`config.mk`:
```
export PLATFORM = sky130hd
export DESIGN_NAME = tlb_maint
export DESIGN_NICKNAME = d
export VERILOG_FILES = /design/src/rtl/tlb_maint.sv
export SDC_FILE = /design/constraint.sdc
export NUM_CORES = 2
export LEC_CHECK = 0
export BUFFER_PORTS_ARGS = -buffer_cell sky130_fd_sc_hd__buf_2
export CAP_MARGIN = 25
export CORE_AREA = 3 3 463 465
export CTS_CLUSTER_DIAMETER = 50
export CTS_CLUSTER_SIZE = 12
export DETAILED_ROUTE_END_ITERATION = 12
export DIE_AREA = 0 0 466 468
export PLACE_DENSITY = 0.61
export SLEW_MARGIN = 5
export SYNTH_ARGS = -nofsm -noshare
export SYNTH_HDL_FRONTEND = slang
export SYNTH_SLANG_ARGS = --single-unit
```
`constraint.sdc`:
```
create_clock -name clk -period 29.7 [get_ports clk]
set_input_delay 7.425 -clock clk [delete_from_list [all_inputs] [get_ports clk]]
set_output_delay 7.425 -clock clk [all_outputs]
set_load 0.01 [all_outputs]
```
`src/rtl/tlb_maint.sv`:
```
`timescale 1ns/1ps
module tlb_maint #(
  parameter int ENTRIES = 16,
  parameter int RW      = 32
) (
  input  logic                        clk,
  input  logic                        rst_n,
  input  logic                        op_valid,
  input  logic [1:0]                  op_code,
  input  logic [RW-1:0]               idx_in,
  input  logic [RW-1:0]               hi_in,
  input  logic [RW-1:0]               lo0_in,
  input  logic [RW-1:0]               lo1_in,
  input  logic [RW-1:0]               mask_in,
  input  logic [$clog2(ENTRIES)-1:0]  wired_in,
  output logic                        op_done,
  output logic [RW-1:0]               idx_out,
  output logic [RW-1:0]               hi_out,
  output logic [RW-1:0]               lo0_out,
  output logic [RW-1:0]               lo1_out,
  output logic [RW-1:0]               mask_out,
  output logic [$clog2(ENTRIES)-1:0]  rand_idx
);
  localparam int IW  = $clog2(ENTRIES);
  localparam int VW  = RW - 13;
  localparam int MW  = 12;
  localparam logic [IW-1:0] TOP = IW'(ENTRIES - 1);
  localparam logic [1:0] OP_PROBE = 2'd0;
  localparam logic [1:0] OP_READ  = 2'd1;
  localparam logic [1:0] OP_WIDX  = 2'd2;
  localparam logic [1:0] OP_WRND  = 2'd3;

  logic [VW-1:0]   vpn_q  [ENTRIES];
  logic [7:0]      asid_q [ENTRIES];
  logic [MW-1:0]   mask_q [ENTRIES];
  logic [RW-2:0]   lo0_q  [ENTRIES];
  logic [RW-2:0]   lo1_q  [ENTRIES];
  logic [ENTRIES-1:0] glob_q, valid_q;
  logic [IW-1:0]   rnd_q;

  logic            hit;
  logic [IW-1:0]   hit_idx;
  logic [IW-1:0]   ridx, widx;
  logic            wen;

  assign rand_idx = rnd_q;
  assign ridx     = idx_in[IW-1:0];
  assign widx     = (op_code == OP_WRND) ? rnd_q : idx_in[IW-1:0];
  assign wen      = op_valid && op_code[1];

  always_comb begin
    hit     = 1'b0;
    hit_idx = '0;
    for (int i = ENTRIES - 1; i >= 0; i--) begin
      if (valid_q[i] && vpn_q[i] == hi_in[RW-1:13] &&
          (glob_q[i] || asid_q[i] == hi_in[7:0])) begin
        hit     = 1'b1;
        hit_idx = IW'(i);
      end
    end
  end

  always_ff @(posedge clk) begin
    if (!rst_n) begin
      valid_q  <= '0;
      glob_q   <= '0;
      rnd_q    <= TOP;
      op_done  <= 1'b0;
      idx_out  <= '0;
      hi_out   <= '0;
      lo0_out  <= '0;
      lo1_out  <= '0;
      mask_out <= '0;
      for (int i = 0; i < ENTRIES; i++) begin
        vpn_q[i]  <= '0;
        asid_q[i] <= '0;
        mask_q[i] <= '0;
        lo0_q[i]  <= '0;
        lo1_q[i]  <= '0;
      end
    end else begin
      rnd_q   <= (rnd_q <= wired_in) ? TOP : rnd_q - 1'b1;
      op_done <= op_valid;
      if (wen) begin
        vpn_q[widx]   <= hi_in[RW-1:13];
        asid_q[widx]  <= hi_in[7:0];
        mask_q[widx]  <= mask_in[13+MW-1:13];
        lo0_q[widx]   <= lo0_in[RW-1:1];
        lo1_q[widx]   <= lo1_in[RW-1:1];
        glob_q[widx]  <= lo0_in[0] & lo1_in[0];
        valid_q[widx] <= 1'b1;
      end
      if (op_valid) begin
        idx_out  <= idx_in;
        hi_out   <= hi_in;
        lo0_out  <= lo0_in;
        lo1_out  <= lo1_in;
        mask_out <= mask_in;
        case (op_code)
          OP_PROBE: idx_out <= hit ? RW'(hit_idx) : (idx_in | (RW'(1) << (RW-1)));
          OP_READ: begin
            hi_out   <= {vpn_q[ridx], 5'b0, asid_q[ridx]};
            lo0_out  <= {lo0_q[ridx], 1'b0};
            lo1_out  <= {lo1_q[ridx], 1'b0};
            mask_out <= RW'({mask_q[ridx], 13'b0});
          end
          default: ;
        endcase
      end
    end
  end

  assert_miss_keeps_low_R7: assert property (@(posedge clk) disable iff (!rst_n)
    (op_done && $past(op_code) == OP_PROBE && idx_out[RW-1])
      |-> idx_out[RW-2:0] == $past(idx_in[RW-2:0]));

  assert_hit_clean_R5: assert property (@(posedge clk) disable iff (!rst_n)
    (op_done && $past(op_code) == OP_PROBE && !idx_out[RW-1])
      |-> idx_out[RW-2:IW] == '0);

  assert_write_valid_R3: assert property (@(posedge clk) disable iff (!rst_n)
    (op_done && $past(op_code) == OP_WIDX) |-> valid_q[$past(idx_in[IW-1:0])]);

  assert_rand_wrap_R8: assert property (@(posedge clk) disable iff (!rst_n)
    ($past(rst_n) && $past(rnd_q) <= $past(wired_in)) |-> rnd_q == TOP);

  assert_done_follows_R2: assert property (@(posedge clk) disable iff (!rst_n)
    ($past(rst_n) && !$past(op_valid)) |-> !op_done);
endmodule

```
## Word-level counts from Yosys, hierarchy flattened

Memories as Yosys holds them, arrays and structs flattened.
Cells that the tools add are included.

| storage, ports and cells | value |
|---|---|
| word-level logic and storage cells | 173 |
| memories | 5 |
| flip-flop bits (word level) | 197 |
| bits in latches | 0 |
| bits in writable memories | 1616 |
| ROM bits | 0 |
| output and inout port bits | 165 |

| operators by class | value |
|---|---|
| divide/modulo/power cells | 0 |
| bitwise operators | 3 |
| $lt $le $gt $ge | 3 |
| eq/ne operators | 34 |
| shift-type cells | 0 |
| add/subtract/negate cells | 1 |
| multiplexer cells | 61 |
| reductions and logical operators | 57 |
| multiply operators | 0 |

Memories:

| memory | words | bits a word | read ports | clocked after Yosys merged registers in | write ports | line | text |
|---|---|---|---|---|---|---|---|
| lo0_q | 16 | 31 | 1 | 0 | 16 | 36 | `logic [RW-2:0] lo0_q [ENTRIES];` |
| lo1_q | 16 | 31 | 1 | 0 | 16 | 37 | `logic [RW-2:0] lo1_q [ENTRIES];` |
| vpn_q | 16 | 19 | 17 | 0 | 16 | 33 | `logic [VW-1:0] vpn_q [ENTRIES];` |
| mask_q | 16 | 12 | 1 | 0 | 16 | 35 | `logic [MW-1:0] mask_q [ENTRIES];` |
| asid_q | 16 | 8 | 17 | 0 | 16 | 34 | `logic [7:0] asid_q [ENTRIES];` |

Operator list:

| cell | count |
|---|---|
| 19-bit == test | 16 |
| 32-bit 2-to-1 mux | 6 |
| 8-bit == test | 16 |
| 4-bit 2-to-1 mux | 22 |
| 31-bit 2-to-1 mux | 2 |
| 31-bit OR reduction | 2 |
| 1-bit logical AND | 34 |
| 1-bit 2-to-1 mux | 26 |
| 19-bit 2-to-1 mux | 1 |
| 19-bit OR reduction | 1 |
| 16-bit bitwise mux | 1 |
| 1-bit logical OR | 16 |
| 16-bit bitwise OR | 1 |
| 12-bit 2-to-1 mux | 1 |
| 12-bit OR reduction | 1 |
| 8-bit 2-to-1 mux | 1 |
| 8-bit OR reduction | 1 |
| 4-bit by 5-bit < comparator with 1-bit output, second input constant | 1 |
| 1-bit demux with 4-bit select | 1 |
| 4-bit by 1-bit >= comparator with 1-bit output, second input constant | 1 |
| 4-bit less-or-equal comparator | 1 |
| 4-bit by 1-bit subtractor with 4-bit output, second input constant | 1 |
| 2-bit by 1-bit == test with 1-bit output, second input constant | 1 |
| 2-bit == test, second input constant | 1 |
| other kinds (4) | 4 |

## Logic depth before layout (Yosys ltp)

| depth | value |
|---|---|
| depth in word-level cells | 21 |
| depth in mapped cells | 13 |
| depth with buffers taken out | 9 |

## Worst setup path before layout

Ideal clock, no wire load.

| path | value |
|---|---|
| path kind | input port to flip-flop |
| start | input port idx_in[0] |
| end | memory asid_q[11][0] (enable) |
| setup slack | 13.560 ns |
| data arrival time | 15.438 ns |
| library setup time | 0.702 ns |
| buffers on the path | 2 |
| stages on the path | 6 |
| path through | clkbuf_1 -> buf_2 -> nand2_1 -> o21ai_0 -> nand2_1 -> o21ai_0 |

RTL lines:

| item | line | text |
|---|---|---|
| from (decl) | 10 | `input logic [RW-1:0] idx_in,` |
| to (decl) | 34 |  |

==> results.ini <==
[yosys]
synth-xor-area-share = 0.0444
yosys_register_bits = 1813
ys_async_sr_fraction = 0
syn_area_per_cell_um2 = 14.4
synth_fa_ha_area_frac = 0.000727
yosys.area.top_type = edfxtp_1
yosysWarnings = 0
ys_seq_area_frac = 0.610
syn_area_um2 = 86000
synth_area_leaders = edfxtp_1 56%, mux4_2 13%, and2_1 12%, dfxtp_1 4.6%, xor2_1 3.3%
synth_cells = 5978
synth_commonest_cells = 1616 x and2_1, 1616 x edfxtp_1, 505 x mux4_2, 438 x clkbuf_1, 329 x xor2_1
synth_edf_count = 1616
yosys.area_share.simple = 0.161
synth_top_cell_area_share = 0.564
muxShareOfSynthArea = 0.132
synth_compound_area_frac = 0.0201
synth_ff_type = edfxtp_1
synth_top_family_by_area = simple AND/OR/NAND/NOR gates
ys_types = 51
syn_nets = 6152

[critical_path]
crit_required_ns = 30.40
worst_path_max_delay_cell = nor2_4
end_kind = flop
crit_top_cell = buf_4
start_kind = input pin
worstPathArrival_ns = 11.80
crit_chain = buf_2 -> buf_4 -> inv_6 -> nor3_1 -> nand2_1 -> nor2_4 -> buf_4 -> buf_4 -> and2_1
max_stage_delay_ns = 0.76
critical_path_class = in -> reg
cp.buffers_inverters = 5
cp_top_family = buffers and inverters
cp_max_fo = 63

[global_route]
antenna_found_initial = 40
grt-ovfl-total = 0
grt_max_degree = 121
grt_pass1_wl_mm = 392
grt_usage = 0.249
grt_pass1_vias = 52800

[clock_tree]
clkSlewWorstSetupHoldPaths_ns = 0.06
cts_sinks = 1813
cts-root-buf = clkbuf_16
cts_resized = 0
cts_buffers = 202
cts_tree = built
ctsHtreeMaxLevel = 4
clockBufferDepth = 3
clk_latency_ns = 0.86
hold_buffers = 0
post_cts.repair.setup_buffers = 0

[finish]
multiInputGateArea_um2 = 31200
seq_area_um2 = 52500
nNetsFinal = 6252
fill_cells = 18200
drive_above_1_share = 0.209
areaGrowthSynthToFinish_pct = 12.3
fin_util = 0.460
finish.instance_area_um2 = 96700
stdcell_count = 9064

[sta]
worst_pin_slew_ns = 1.11
max_freq_mhz = 90.0
fin_tns_setup_ns = 0
finalWorstSetupSlack_ns = 18.59
hold_viol = 0
rsz0062_at_grt = no
layout_min_cycle_time_ns = 11.11
timing.final.crit_share = 0.374
final-max-slew-violation-count = 0
fin_skew_ns = 0.0489
setup_viol = 0
whs_ns = 0.458
relSlewSlack = 0.259

[status]
outcome = completed

[pwr]
internal-power_mw = 4.45
seqPwrFrac = 0.496
total_power_mw = 5.90
power.switching_mw = 1.46
power.share.switching = 0.247
powerDensity_nw_per_um2 = 61.1
comb_power_share = 0.085
peakVddDrop_uv = 61.6
pwr-share-clk = 0.419
leakagePower_nw = 35.2

[placement]
dp_cells = 8675
gp_congestion = 0.903
place_worst_setup_slack_ns = 17.74
placed_cell_area_um2 = 90100
portBuffers = 333
dpl.hpwl_mm = 155

[routing]
drc = 0
avgViaCountPerCell = 5.75
wl_mm = 273
avgRoutedWirePerCell_um = 30.1
drt-pass1-iter-count = 6
vias = 52100
drtAntennaViolNets = 0
drt-initial-drc-count = 6542

[die]
rows = 168
start_util = 0.410
die_w_um = 466
die_y_um = 468
dieArea_um2 = 218000
core_um2 = 210000
io_pins = 334

[job]
drv_cap = 0

[hold_path]
hold_path.class = reg -> reg

==> final cells by class <==
type	count	share of cell area
Antenna cell	13	0.000337
Clock buffer	286	0.0566
Clock inverter	86	0.0106
Inverter	27	0.00118
Multi-Input combinational cell	3578	0.323
Sequential cell	1813	0.543
Tap cell	2805	0.0363
Timing Repair Buffer	456	0.0290
==> sequential cells by signal, indices dropped and copies added (netlist names) <==
name      flops
glob_q       16
mask_q      192
lo1_out      32
lo0_out      32
hi_out       32
op_done       1
lo1_q       496
idx_out      32
vpn_q       304
lo0_q       496
rand_idx      4
asid_q      128
mask_out     32
valid_q      16
==> layout by cell type (no fill, tap or decap), drive strengths merged, types with 2 or more instances in the layout <==
cell,instances
or4b,2
bufinv,10
nor3b,2
diode,13
nand4,50
a31oi,6
or4,18
clkbuf,286
o211ai,2
and2,1616
nor3,6
xnor2,102
nand3,102
a211o,2
ha,5
clkinv,42
mux2i,2
xor2,332
o21ai,39
nand4b,15
nor2b,4
edfxtp,1616
buf,456
nand2b,4
mux4,505
inv,50
a21o,17
clkinvlp,11
nor2,135
a21oi,78
nor4,125
a211oi,2
nand2,285
nor4b,15
dfxtp,197
a311oi,101
==> layer usage <==
layer / track usage / vias up / share of wire
met5: 0 / - / 0.00044
met4: 0.0891 / 16 / 0.037
met3: 0.0405 / 478 / 0.080
met2: 0.406 / 2486 / 0.48
met1: 0.337 / 27100 / 0.40
li1: - / 22100 / -
==> power by group through the flow <==
stage | Clock [mW] | Sequential (mW) | Combinational (mW)
detailed placement | 0 | 2.98 | 0.503
floorplan | 0 | 3.00 | 0.303
global route | 2.61 | 2.93 | 0.531
CTS | 2.51 | 2.93 | 0.504
finish | 2.47 | 2.93 | 0.504
global placement | 0 | 2.97 | 0.500
==> worst register-to-register path, delay by kind of cell, from the launching register on <==
family | cells | cell delay [ns]
simple gates | 1 | 0.36
compound gates | 2 | 1.18
flops | 1 | 0.47
buf+inv | 3 | 1.88
==> path summary, 6_finish.rpt <==
kind / from / end / slack (ns) / cells past startpoint
worst max-delay path: rst_n / lo0_q[10][22] / 18.59 / 9
worst min-delay path: mask_out[5] / mask_out[5] / 0.46 / 2
worst max register to register: rand_idx[0] / lo1_q[13][5] / 25.38 / 6
worst min register to register: mask_out[5] / mask_out[5] / 0.46 / 2
==> logic make-up (layout without fill, tap and decap cells) <==
group | Yosys count | after routing
AO/OA/AOI/OAI | 250 | 250
XOR/XNOR | 434 | 434
adder cells (fa/ha/maj) | 5 | 5
buffers and inverters | 587 | 855
flip-flops | 1813 | 1813
multiplexers | 507 | 507
other | 0 | 13
AND/OR/NAND/NOR | 2382 | 2382
(Power assumes the default switching activity.)
